==> src/rtl/scv_pkg.sv <==
package scv_pkg;
  typedef enum logic [1:0] {
    SCV_OK     = 2'd0,
    SCV_NODEV  = 2'd1,
    SCV_INVAL  = 2'd2,
    SCV_RDFAIL = 2'd3
  } scv_err_e;

  typedef enum logic [1:0] {
    ST_IDLE,
    ST_REQ,
    ST_GAP,
    ST_EVAL
  } scv_state_e;

  localparam logic [7:0] REV_V10  = 8'h10;
  localparam logic [7:0] REV_V11  = 8'h11;
  localparam logic [7:0] RATE_LOW = 8'h06;
  localparam logic [7:0] RATE_HI  = 8'h0A;

  typedef struct packed {
    logic [7:0] rev;
    logic [7:0] rate;
    logic [2:0] lanes;
    logic       efc;
  } scv_caps_t;
endpackage

==> src/rtl/scv_capture.sv <==
module scv_capture #(
  parameter int BURST_LEN = 12,
  parameter int KEEP      = 3
) (
  input  logic                 clk_i,
  input  logic                 rst_ni,
  input  logic                 clr_i,
  input  logic                 vld_i,
  input  logic [7:0]           data_i,
  output logic [KEEP-1:0][7:0] keep_o,
  output logic                 full_o
);
  localparam int CNT_W = $clog2(BURST_LEN + 2);
  localparam logic [CNT_W-1:0] CNT_SAT = CNT_W'(BURST_LEN + 1);

  logic [CNT_W-1:0] cnt_q;

  // count saturates one past the burst so an over-long burst is rejected
  always_ff @(posedge clk_i or negedge rst_ni) begin
    if (!rst_ni)                       cnt_q <= '0;
    else if (clr_i)                    cnt_q <= '0;
    else if (vld_i && cnt_q != CNT_SAT) cnt_q <= cnt_q + 1'b1;
  end

  for (genvar g = 0; g < KEEP; g++) begin : g_keep
    always_ff @(posedge clk_i or negedge rst_ni) begin
      if (!rst_ni)                                   keep_o[g] <= '0;
      else if (vld_i && cnt_q == CNT_W'(g) && !clr_i) keep_o[g] <= data_i;
    end
  end

  assign full_o = (cnt_q == CNT_W'(BURST_LEN));
endmodule

==> src/rtl/scv_decode.sv <==
module scv_decode
  import scv_pkg::*;
(
  input  logic [7:0] rev_i,
  input  logic [7:0] rate_i,
  input  logic [7:0] lane_byte_i,
  output scv_err_e   code_o,
  output scv_caps_t  caps_o
);
  logic       rev_ok, rate_ok, lane_ok, is_v11;
  logic [7:0] lane_raw;

  always_comb begin
    is_v11   = (rev_i == REV_V11);
    rev_ok   = (rev_i == REV_V10) || is_v11;
    rate_ok  = (rate_i == RATE_LOW) || (rate_i == RATE_HI);
    lane_raw = is_v11 ? {3'b000, lane_byte_i[4:0]} : lane_byte_i;
    lane_ok  = (lane_raw == 8'd1) || (lane_raw == 8'd2) || (lane_raw == 8'd4);

    if (!rev_ok)       code_o = SCV_NODEV;
    else if (!rate_ok) code_o = SCV_INVAL;
    else if (!lane_ok) code_o = SCV_INVAL;
    else               code_o = SCV_OK;

    caps_o.rev   = rev_i;
    caps_o.rate  = rate_i;
    caps_o.lanes = lane_raw[2:0];
    caps_o.efc   = is_v11 & lane_byte_i[7];
  end
endmodule

==> src/rtl/sink_caps_validator.sv <==
module sink_caps_validator
  import scv_pkg::*;
#(
  parameter int BURST_LEN = 12,
  parameter int MAX_TRIES = 5,
  parameter int ADDR_W    = 20,
  parameter int BASE_ADDR = 0,
  localparam int LEN_W    = $clog2(BURST_LEN + 1)
) (
  input  logic              clk_i,
  input  logic              rst_ni,
  input  logic              start_i,
  output logic              rd_req_o,
  output logic [ADDR_W-1:0] rd_addr_o,
  output logic [LEN_W-1:0]  rd_len_o,
  input  logic              rd_vld_i,
  input  logic [7:0]        rd_data_i,
  input  logic              rd_resp_i,
  input  logic              rd_err_i,
  output logic              done_o,
  output logic [1:0]        err_o,
  output logic [7:0]        rev_o,
  output logic [7:0]        rate_o,
  output logic [2:0]        lanes_o,
  output logic              efc_o
);
  localparam int KEEP  = 3;
  localparam int TRY_W = $clog2(MAX_TRIES + 1);
  localparam logic [TRY_W-1:0] LAST_TRY = TRY_W'(MAX_TRIES - 1);

  scv_state_e          state_q;
  logic [TRY_W-1:0]    tries_q;
  logic                done_q;
  scv_err_e            err_q;
  scv_caps_t           caps_q;

  logic                cap_clr, cap_vld, cap_full;
  logic [KEEP-1:0][7:0] cap_bytes;
  scv_err_e            dec_code;
  scv_caps_t           dec_caps;

  assign cap_clr = (state_q == ST_IDLE && start_i) || (state_q == ST_GAP);
  assign cap_vld = rd_vld_i && (state_q == ST_REQ);

  scv_capture #(
    .BURST_LEN(BURST_LEN),
    .KEEP     (KEEP)
  ) u_capture (
    .clk_i  (clk_i),
    .rst_ni (rst_ni),
    .clr_i  (cap_clr),
    .vld_i  (cap_vld),
    .data_i (rd_data_i),
    .keep_o (cap_bytes),
    .full_o (cap_full)
  );

  scv_decode u_decode (
    .rev_i       (cap_bytes[0]),
    .rate_i      (cap_bytes[1]),
    .lane_byte_i (cap_bytes[2]),
    .code_o      (dec_code),
    .caps_o      (dec_caps)
  );

  always_ff @(posedge clk_i or negedge rst_ni) begin
    if (!rst_ni) begin
      state_q <= ST_IDLE;
      tries_q <= '0;
      done_q  <= 1'b0;
      err_q   <= SCV_OK;
      caps_q  <= '0;
    end else begin
      done_q <= 1'b0;
      unique case (state_q)
        ST_IDLE: if (start_i) begin
          state_q <= ST_REQ;
          tries_q <= '0;
        end
        ST_REQ: if (rd_resp_i) begin
          if (!rd_err_i && cap_full) begin
            state_q <= ST_EVAL;
          end else if (tries_q == LAST_TRY) begin
            state_q <= ST_IDLE;
            done_q  <= 1'b1;
            err_q   <= SCV_RDFAIL;
          end else begin
            tries_q <= tries_q + 1'b1;
            state_q <= ST_GAP;
          end
        end
        ST_GAP:  state_q <= ST_REQ;
        ST_EVAL: begin
          state_q <= ST_IDLE;
          done_q  <= 1'b1;
          err_q   <= dec_code;
          if (dec_code == SCV_OK) caps_q <= dec_caps;
        end
        default: state_q <= ST_IDLE;
      endcase
    end
  end

  assign rd_req_o  = (state_q == ST_REQ);
  assign rd_addr_o = ADDR_W'(BASE_ADDR);
  assign rd_len_o  = LEN_W'(BURST_LEN);
  assign done_o    = done_q;
  assign err_o     = err_q;
  assign rev_o     = caps_q.rev;
  assign rate_o    = caps_q.rate;
  assign lanes_o   = caps_q.lanes;
  assign efc_o     = caps_q.efc;
endmodule

==> config.mk <==
export PLATFORM = sky130hd
export DESIGN_NAME = sink_caps_validator
export DESIGN_NICKNAME = d
export VERILOG_FILES = /design/src/rtl/scv_pkg.sv /design/src/rtl/scv_capture.sv /design/src/rtl/scv_decode.sv /design/src/rtl/sink_caps_validator.sv
export SDC_FILE = /design/constraint.sdc
export NUM_CORES = 1
export LEC_CHECK = 0
export ABC_CLOCK_PERIOD_IN_PS = 1750
export BUFFER_PORTS_ARGS = -buffer_cell sky130_fd_sc_hd__clkbuf_2
export CAP_MARGIN = 20
export CORE_MARGIN = 2
export CORE_UTILIZATION = 50
export CTS_BUF_LIST = sky130_fd_sc_hd__clkbuf_8
export DETAILED_ROUTE_END_ITERATION = 16
export PLACE_DENSITY = 0.78
export SLEW_MARGIN = 20
export SYNTH_ARGS = -nofsm -noshare
export SYNTH_HDL_FRONTEND = slang
export SYNTH_SLANG_ARGS = --single-unit
==> constraint.sdc <==
create_clock -name clk_i -period 1.75 [get_ports clk_i]
set_input_delay 0.0875 -clock clk_i [delete_from_list [all_inputs] [get_ports clk_i]]
set_output_delay 0.0875 -clock clk_i [all_outputs]
set_load 0.02 [all_outputs]
* After elaboration in Yosys (flattened, before gate mapping)
Cells that the tools add are included.
** Storage, ports and cells
- Input bits :: 14
- Register bits after elaboration :: 56
- Output and inout port bits :: 48
** Operators by class
- Reduce and logical (&&, ||, !) cells :: 27
- Multiplexer cells :: 24
- Equality and inequality tests :: 20
- Add/sub/neg operators :: 2
- Bitwise gates (word level) :: 1
** Operators by type and width (number)
- $mux W2 :: 10
- $eq A8 B3 Y1 const B :: 2
- $eq A8 B5 Y1 const B :: 2
- $mux W3 :: 4
- $logic_and A1 B1 Y1 :: 10
- $eq A8 B1 Y1 const B :: 1
- $eq A8 B2 Y1 const B :: 1
- $eq A8 B4 Y1 const B :: 1
- $mux W4 :: 2
- $mux W8 :: 1
- $pmux W2 S4 :: 1
- $ne A2 B2 Y1 const B :: 3
- $pmux W3 S2 :: 1
- $reduce_bool A2 Y1 :: 3
- $logic_or A1 B1 Y1 :: 5
- $reduce_and A5 Y1 :: 1
- $add A4 B1 Y4 const B :: 1
- $eq A2 B2 Y1 const B :: 2
- $eq A4 B1 Y1 const B :: 1
- $eq A4 B2 Y1 const B :: 1
- $eq A4 B4 Y1 const B :: 1
- $logic_not A2 Y1 :: 2
- $logic_not A4 Y1 :: 1
- $ne A2 B1 Y1 const B :: 2
- 11 further kinds :: 15

* Longest topological paths before layout
Gate-level depths: netlist (run 1).
- Word-level depth :: 10
- Gate-level depth with buffers :: 6

* Modules after synthesis
A second synthesis (run 1) with hierarchy kept.
** Unflattened totals
- Cells, all modules :: 234
- Area, all modules :: 2900.3 um2
** By module, submodules not included
- sink_caps_validator :: cells an instance 121, area each 1497.7 um2, instances 1, seq. area each 700.7 um2
- scv_capture :: cells an instance 80, area each 1172.4 um2, instances 1, seq. area each 700.7 um2
- scv_decode :: cells an instance 33, area each 230.2 um2, instances 1, seq. area each 0.0 um2

* Worst setup path before layout (run 1)
Ideal clock, no wire load.
- Path type :: reg2reg
- Start :: reg u_capture.keep_o[5] (netlist name)
- End :: reg caps_q, in the netlist lanes_o[0]
- Buffers on the path :: 1
- Data arrival time :: 1606 ps
- Setup slack :: 20 ps
- Stages on the path, launching flop included :: 6
- Path through :: dfrtp_1 nor4b_4 nand2_1 nor4_2 buf_4 mux2_2
** Between the ends
- Word-level cells in the longest chain between the ends :: 10
** Ends and longest elaborated chain
- from (decl) :: line scv_capture.sv:10 : output logic [KEEP-1:0][7:0] keep_o,
- from (signal, indexed assignment) :: line scv_capture.sv:28 : else if (vld_i && cnt_q == CNT_W'(g) && !clr_i) keep_o[g] <= data_i;
- $eq A8 B5 Y1 :: line scv_decode.sv:14 : is_v11 = (rev_i == REV_V11);
- $mux W8 :: line scv_decode.sv:17 : lane_raw = is_v11 ? {3'b000, lane_byte_i[4:0]} : lane_byte_i;
- $eq A8 B1 Y1 / $eq A8 B2 Y1 (equally long branches) :: line scv_decode.sv:18 : lane_ok = (lane_raw == 8'd1) || (lane_raw == 8'd2) || (lane_raw == 8'd4);
- $logic_or A1 B1 Y1 (2 in a row) :: line scv_decode.sv:18
- $mux W2 :: line scv_decode.sv:22 : else if (!lane_ok) code_o = SCV_INVAL;
- $mux W2 :: line scv_decode.sv:21 : else if (!rate_ok) code_o = SCV_INVAL;
- $mux W2 * :: line scv_decode.sv:20 : if (!rev_ok) code_o = SCV_NODEV;
- $logic_not A2 Y1 * :: line sink_caps_validator.sv:97 : if (dec_code == SCV_OK) caps_q <= dec_caps;
- $reduce_and A2 Y1 (no line) *
- to (signal assigned) :: line sink_caps_validator.sv:97
- to (decl) :: line sink_caps_validator.sv:35 : scv_caps_t caps_q;
Every way passes the cells marked *; elsewhere a longest branch is shown, timed or not.
A chain may end at the register's enable or synchronous reset.

* Worst setup path after layout (run 1)
- Start :: reg u_capture.keep_o[6] (netlist name)
- End :: reg caps_q, in the netlist lanes_o[1]
Same word-level chain as after synthesis.

==> results of run 1 <==
-- power by group through the flow --
| stage | clock (uW) | sequential [uW] | combinational, uW |
|---|---|---|---|
| floorplan | 0 | 1920 | 957 |
| global placement | 0 | 1950 | 1260 |
| detailed placement | 0 | 1970 | 1290 |
| CTS | 760 | 1950 | 1320 |
| global route | 810 | 2020 | 1490 |
| finish | 736 | 1980 | 1350 |
-- per-stage QoR --
step | cell area, sq um | util (%) | cells | hold WS (ns) | setup TNS, ns
2_1_floorplan | 2670 | - | 229 | -0.208 | 0
3_3_place_gp | 2840 | 56.4 | 321 | 0.0694 | -0.343
3_5_place_dp | 2840 | 56.4 | 321 | 0.0766 | -0.410
4_1_cts | 2980 | 59.0 | 332 | 0.00943 | -0.0393
5_1_grt | 3020 | 59.9 | 334 | 0.0376 | -0.936
6_report | 3020 | 59.9 | 334 | 0.0338 | -0.0680
-- kinds of logic after synthesis --
logic type / count (synthesis)
other cells: 2
mux: 35
flops: 56
compound gates: 13
fa+ha+maj: 6
simple gates: 55
buf+inv: 35
xor+xnor: 5
-- registers in the layout (all words and copies together), names as in the netlist --
| signal | flops |
|---|---|
| err_o | 2 |
| lanes_o | 3 |
| tries_q | 3 |
| u_capture.keep_o | 24 |
| efc_o | 1 |
| done_o | 1 |
| rate_o | 8 |
| state_q | 2 |
| rev_o | 8 |
| u_capture.cnt_q | 4 |
-- synthesized netlist by cell type --
cell type  instances
and3_1             3
nand3_1            3
a31o_2             1
nand4b_1           1
xnor2_1            1
ha_1               6
and2_1             2
o2bb2ai_1          1
buf_2              2
nor4b_4            1
nand4_1            4
o22ai_1            1
nand2_4            3
xor2_1             4
conb_1             2
or2_2              2
mux2_4             5
o32ai_1            1
a31oi_1            3
nor4_2             1
nor2_1            12
mux2_2            25
o21ai_0            3
nor4_1             1
dfrtp_1           56
nor4b_1            1
inv_1              7
nor3_1             2
buf_4             26
a21o_1             1
a21oi_1            2
mux2i_1            4
mux2_1             1
nor2b_1           13
nand2_1            6
-- final timing paths --
path | startpoint | end | slack [ns]
worst max-delay path | u_capture.keep_o[6] | lanes_o[1] | -0.02
worst min-delay path | rd_resp_i | state_q[1] | 0.03
worst max register to register | u_capture.keep_o[6] | lanes_o[1] | -0.02
worst min register to register | rev_o[4] | rev_o[4] | 0.48
max in group asynchronous | rst_ni | u_capture.keep_o[23] | 0.81
min in group asynchronous | rst_ni | lanes_o[2] | 0.26
-- per-layer routing --
layer	share of wire [%]	wire [um]	vias to the layer above	global-route usage (%)
li1	-	-	763	-
met1	47	2070	803	20.8
met2	48	2130	41	26.3
met3	4.8	212	4	4.88
met4	0.65	29	0	5.09
met5	0	0	-	0
-- layout make-up --
class | instances | area (sq um) | share of cell area [%]
clock inverter | 2 | 13.8 | 0.455
multi-input combinational | 138 | 1080 | 35.9
timing repair buffer | 55 | 327 | 10.8
inverter | 7 | 26.3 | 0.870
sequential | 56 | 1400 | 46.4
tap | 70 | 87.6 | 2.90
clock buffer | 6 | 82.6 | 2.73
-- critical path: cells and delay by family, from the launching register on --
kind	cells	cell delay, ns
AND/OR/NAND/NOR	3	0.75
multiplexers	1	0.34
flip-flops	1	0.42
buffers and inverters	1	0.17
-- timing repair --
item	CTS	global route
hold buffers	1	0
gates cloned	0	0
resized for setup	3	7
buffers inserted	2	2
hold endpoints to repair	19	0
endpoints found under the setup margin	9	12
pin swaps	0	2
==> impl_metrics.json, run 1 <==
{
  "status": "complete, but fails checks",
  "violations": "negative setup slack",
  "drt_iter0_drc": 59,
  "place_hpwl_um": 3360,
  "crit_required_ns": 1.95,
  "synth-compound-area-share_pct": 3.24,
  "cts_root_buf": "clkbuf_8",
  "die_h_um": 75.9,
  "cts_num_sinks": 56,
  "ir_worst_vdd_v": 0.000825,
  "ys_types": 35,
  "grt_pass1_vias": 1609,
  "switching_power_uw": 1380,
  "critical_path_class": "flip-flop to flip-flop",
  "fmaxAchievable_mhz": 566,
  "dp_slack_ns": -0.0678,
  "synth-xor-area-share_pct": 1.69,
  "initial_core_util_pct": 51.3,
  "wire_per_inst_um": 13.3,
  "htreeDepth": 2,
  "slew_violations": 0,
  "p_leak_uw": 0.00160,
  "grt.total_usage_pct": 16.1,
  "maxCapViolations": 0,
  "synth-simple-area-share_pct": 13.0,
  "grt_max_degree": 23,
  "p_comb_share_pct": 33.3,
  "layout_commonest_cell": "dfrtp_1",
  "fillerInstances": 404,
  "yosys-top-cells-area": "dfrtp_1 (54%), mux2_2 (11%), buf_4 (7.5%)",
  "layout-drive-gt1-share_pct": 40.5,
  "drc_errors": 0,
  "fin_crit_ns": 1.77,
  "setup_violations": 6,
  "portBuffers": 37,
  "cp_slowest_cell": "dfrtp_1",
  "power_uw": 4060,
  "reg2reg_depth": 5,
  "yosysTopAreaCellShare_pct": 54.2,
  "antenna_found_initial": 0,
  "dieArea_sq_mm": 0.00577,
  "power_density_mw_per_mm2": 1340,
  "clkPwrFrac_pct": 18.1,
  "cts_tree": "yes",
  "clockBufferDepth": 2,
  "rsz0062_at_grt": "true",
  "p_int_uw": 2680,
  "netlist_instances": 207,
  "synth_top_family_by_area": "multiplexers",
  "boundaryPins": 62,
  "ys_warn_count": 0,
  "avgSynthCellArea_sq_um": 12.5,
  "vias": 1611,
  "ant_nets": 0,
  "place.gp.congestion": 0.806,
  "clock_insertion_delay_worst_skew_ns": 0.31,
  "hold_viol_final": 0,
  "power_switching_share_pct": 34.0,
  "min_path_cells": 3,
  "period_share_pct": 101,
  "slew_headroom_pct": 66.6,
  "seqPwrFrac_pct": 48.6,
  "viasPerCell": 4.82,
  "rows": 26,
  "cpPeakStageDelay_ns": 0.42,
  "mostFrequentLayoutCells": "dfrtp_1 (56), clkbuf_2 (37), mux2_2 (25), conb_1 (24), buf_4 (16)",
  "worst_setup_path_start_kind": "flip-flop",
  "worst_slew_pin_slew_ns": 0.501,
  "hp-class": "primary input to flip-flop",
  "num_antenna_cells": 0,
  "grt_overflow_total": 0,
  "clk_pin_slew_ns": 0.10,
  "ys_ff_latch": 56,
  "synth_fa_ha_area_share_pct": 2.90,
  "wirelength_um": 4440,
  "fp.dieW_um": 75.9,
  "cp.arrival_ns": 1.97,
  "synth_area_sq_mm": 0.00259,
  "critPathCaptureType": "flip-flop",
  "worst_slack_ns": -0.0160,
  "muxShareOfSynthArea_pct": 15.8,
  "cts_inserted_buffers": 5,
  "ys_seq_area_share_pct": 54.2,
  "core_sq_mm": 0.00504,
  "synthToLayoutAreaGrowth_pct": 16.8,
  "layout.nets": 283,
  "synth_top_area_cell": "dfrtp_1",
  "worstPathCellList": "nor4b_4 -> nand2_2 -> nor4_4 -> buf_6 -> mux2_2",
  "fin_skew_ns": 0.0122,
  "grt_pass1_wl_um": 7380,
  "path_max_fanout": 8,
  "dr.pass1.iters": 5
}
No activity file was read; power rests on OpenSTA's default activity.
==> run 2, diff against run 1 <==
--- a/config.mk
+++ b/config.mk
@@ -5,14 +5,13 @@
 export SDC_FILE = /design/constraint.sdc
 export NUM_CORES = 1
 export LEC_CHECK = 0
-export ABC_CLOCK_PERIOD_IN_PS = 1750
+export ABC_CLOCK_PERIOD_IN_PS = 2200
 export BUFFER_PORTS_ARGS = -buffer_cell sky130_fd_sc_hd__clkbuf_2
 export CAP_MARGIN = 20
-export CORE_MARGIN = 2
-export CORE_UTILIZATION = 50
+export CORE_UTILIZATION = 58
 export CTS_BUF_LIST = sky130_fd_sc_hd__clkbuf_8
 export DETAILED_ROUTE_END_ITERATION = 16
-export PLACE_DENSITY = 0.78
+export PLACE_DENSITY = 0.85
 export SLEW_MARGIN = 20
 export SYNTH_ARGS = -nofsm -noshare
 export SYNTH_HDL_FRONTEND = slang
==> constraint.sdc (replaced) <==
create_clock -name clk_i -period 2.2 [get_ports clk_i]
set_input_delay 0.11 -clock clk_i [delete_from_list [all_inputs] [get_ports clk_i]]
set_output_delay 0.11 -clock clk_i [all_outputs]
set_load 0.02 [all_outputs]
==> run 2 against run 1 <==
Compared with the run above: the run now ends clean; die area shrank 18%; clock power shrank 24%; first-iteration DRC count grew 53%; fmax shrank 7.3%; worst setup slack gained 0.31 ns; power shrank 24%; largest power group unchanged.
==> impl_metrics.json, run 2 (synthesis results as in run 1) <==
{
  "place.gp.congestion": 0.760,
  "drt_iter0_drc": 90,
  "maxCapViolations": 0,
  "clk_pin_slew_ns": 0.10,
  "r2r_setup_slack_ns": 0.30,
  "setup_violations": 0,
  "status": "completed",
  "cp_num_buf_inv": 1,
  "ir_worst_vdd_v": 0.000617,
  "grt_pass1_vias": 1470,
  "fmaxAchievable_mhz": 525,
  "min_path_cells": 3,
  "layout_commonest_cell": "dfrtp_1",
  "drc_errors": 0,
  "cp.arrival_ns": 2.10,
  "r2r_start": "u_capture.keep_o[5]",
  "largest_reg_flops": 24,
  "worst_slew_pin_slew_ns": 0.565,
  "wire_per_inst_um": 14.2,
  "period_share_pct": 86.6,
  "crit_family": "simple AND/OR/NAND/NOR gates",
  "slew_headroom_pct": 62.4,
  "p_leak_uw": 0.00154,
  "cts_inserted_buffers": 5,
  "boundaryPins": 62,
  "cts_num_sinks": 56,
  "synthToLayoutAreaGrowth_pct": 10.8,
  "setup.worst_path.start": "u_capture.keep_o[5]",
  "clock_insertion_delay_worst_skew_ns": 0.31,
  "cpPeakStageDelay_ns": 0.43,
  "power_density_mw_per_mm2": 1080,
  "place_hpwl_um": 3200,
  "grt.total_usage_pct": 20.6,
  "cts_root_buf": "clkbuf_8",
  "num_antenna_cells": 0,
  "worst_hold_path.endpoint": "state_q[1]",
  "path_depth": 5,
  "fp.dieW_um": 68.8,
  "clockBufferDepth": 2,
  "portBuffers": 37,
  "wirelength_um": 4290,
  "rr_endpoint": "rate_o[3]",
  "grt_max_degree": 24,
  "hold_start": "rd_resp_i",
  "die_h_um": 68.8,
  "path_max_fanout": 10,
  "layout-drive-gt1-share_pct": 35.2,
  "crit_required_ns": 2.40,
  "ant_nets": 0,
  "worst_setup_path_start_kind": "flip-flop",
  "dieArea_sq_mm": 0.00473,
  "initial_core_util_pct": 62.4,
  "tns_ns": 0,
  "dr.pass1.iters": 4,
  "mostFrequentLayoutCells": "dfrtp_1 (56), clkbuf_2 (37), mux2_2 (25), conb_1 (24), nor2b_1 (13)",
  "rsz0062_at_grt": "false",
  "hp-class": "primary input to flip-flop",
  "critPathCaptureType": "flip-flop",
  "reg2reg_depth": 5,
  "fin_crit_ns": 1.90,
  "grt_pass1_wl_um": 6970,
  "rows": 23,
  "viasPerCell": 5.26,
  "worstPathCellList": "nor4b_4 -> nand2_1 -> nor4_4 -> buf_4 -> mux2_2",
  "fin_skew_ns": 0.00602,
  "grt_overflow_total": 0,
  "power_uw": 3090,
  "critical_path_class": "flip-flop to flip-flop",
  "hold_viol_final": 0,
  "layout.nets": 272,
  "htreeDepth": 2,
  "core_sq_mm": 0.00414,
  "cp_slowest_cell": "dfrtp_1",
  "regMostFlops": "u_capture.keep_o",
  "slew_violations": 0,
  "vias": 1594,
  "antenna_found_initial": 0,
  "cts_tree": "yes"
}
-- run 2: worst max-delay path by stage --
| stage | to | slack (ns) |
|---|---|---|
| after floorplan | lanes_o[0] | 0.47 |
| after global placement | lanes_o[2] | 0.38 |
| after detailed placement | lanes_o[2] | 0.31 |
| after CTS | rate_o[3] | 0.28 |
| after global routing | rate_o[3] | 0.18 |
| final | rate_o[3] | 0.30 |
-- run 2: per-stage QoR --
stage          utilization (%)  worst slack [ns]  cells  area (sq um)  hold slack, ns
2_1_floorplan                -             0.470    229          2670          -0.186
3_3_place_gp              66.8             0.379    294          2770           0.127
3_5_place_dp              66.8             0.306    294          2770           0.130
4_1_cts                   69.2             0.280    303          2870          0.0316
5_1_grt                   69.2             0.182    303          2870          0.0648
6_report                  69.2             0.295    303          2870          0.0421
-- run 2: timing repair --
| action | in CTS | in global routing |
|---|---|---|
| hold buffers | 1 | 0 |
| endpoints found under the hold margin | 21 | 0 |
| resized for setup | 0 | 0 |
| buffers inserted | 0 | 0 |
-- run 2: area by class of cell --
type	count	area [sq um]
Fill cell	305	1280
Clock inverter	3	22.5
Sequential cell	56	1400
Clock buffer	5	68.8
Tap cell	50	62.6
Multi-Input combinational cell	138	1050
Timing Repair Buffer	44	240
Inverter	7	26.3
-- run 2: worst reg2reg max path, stage by stage (launching register included) --
cell and delay, ns:
dfrtp_1 0.43, nor4b_4 0.34, nand2_1 0.16, nor4_4 0.30, buf_4 0.22, mux2_2 0.36
-- run 2: routing by layer --
metal	vias to the layer above	global-route usage [%]	share of wire (%)
met5	-	0	0
met1	793	27.4	45
met3	4	3.95	4.5
li1	743	-	-
met2	54	33.9	49
met4	0	6.89	0.89
-- run 2: power by group --
part	internal [uW]	switching, uW
combinational	479	502
sequential	1310	236
clock	229	333
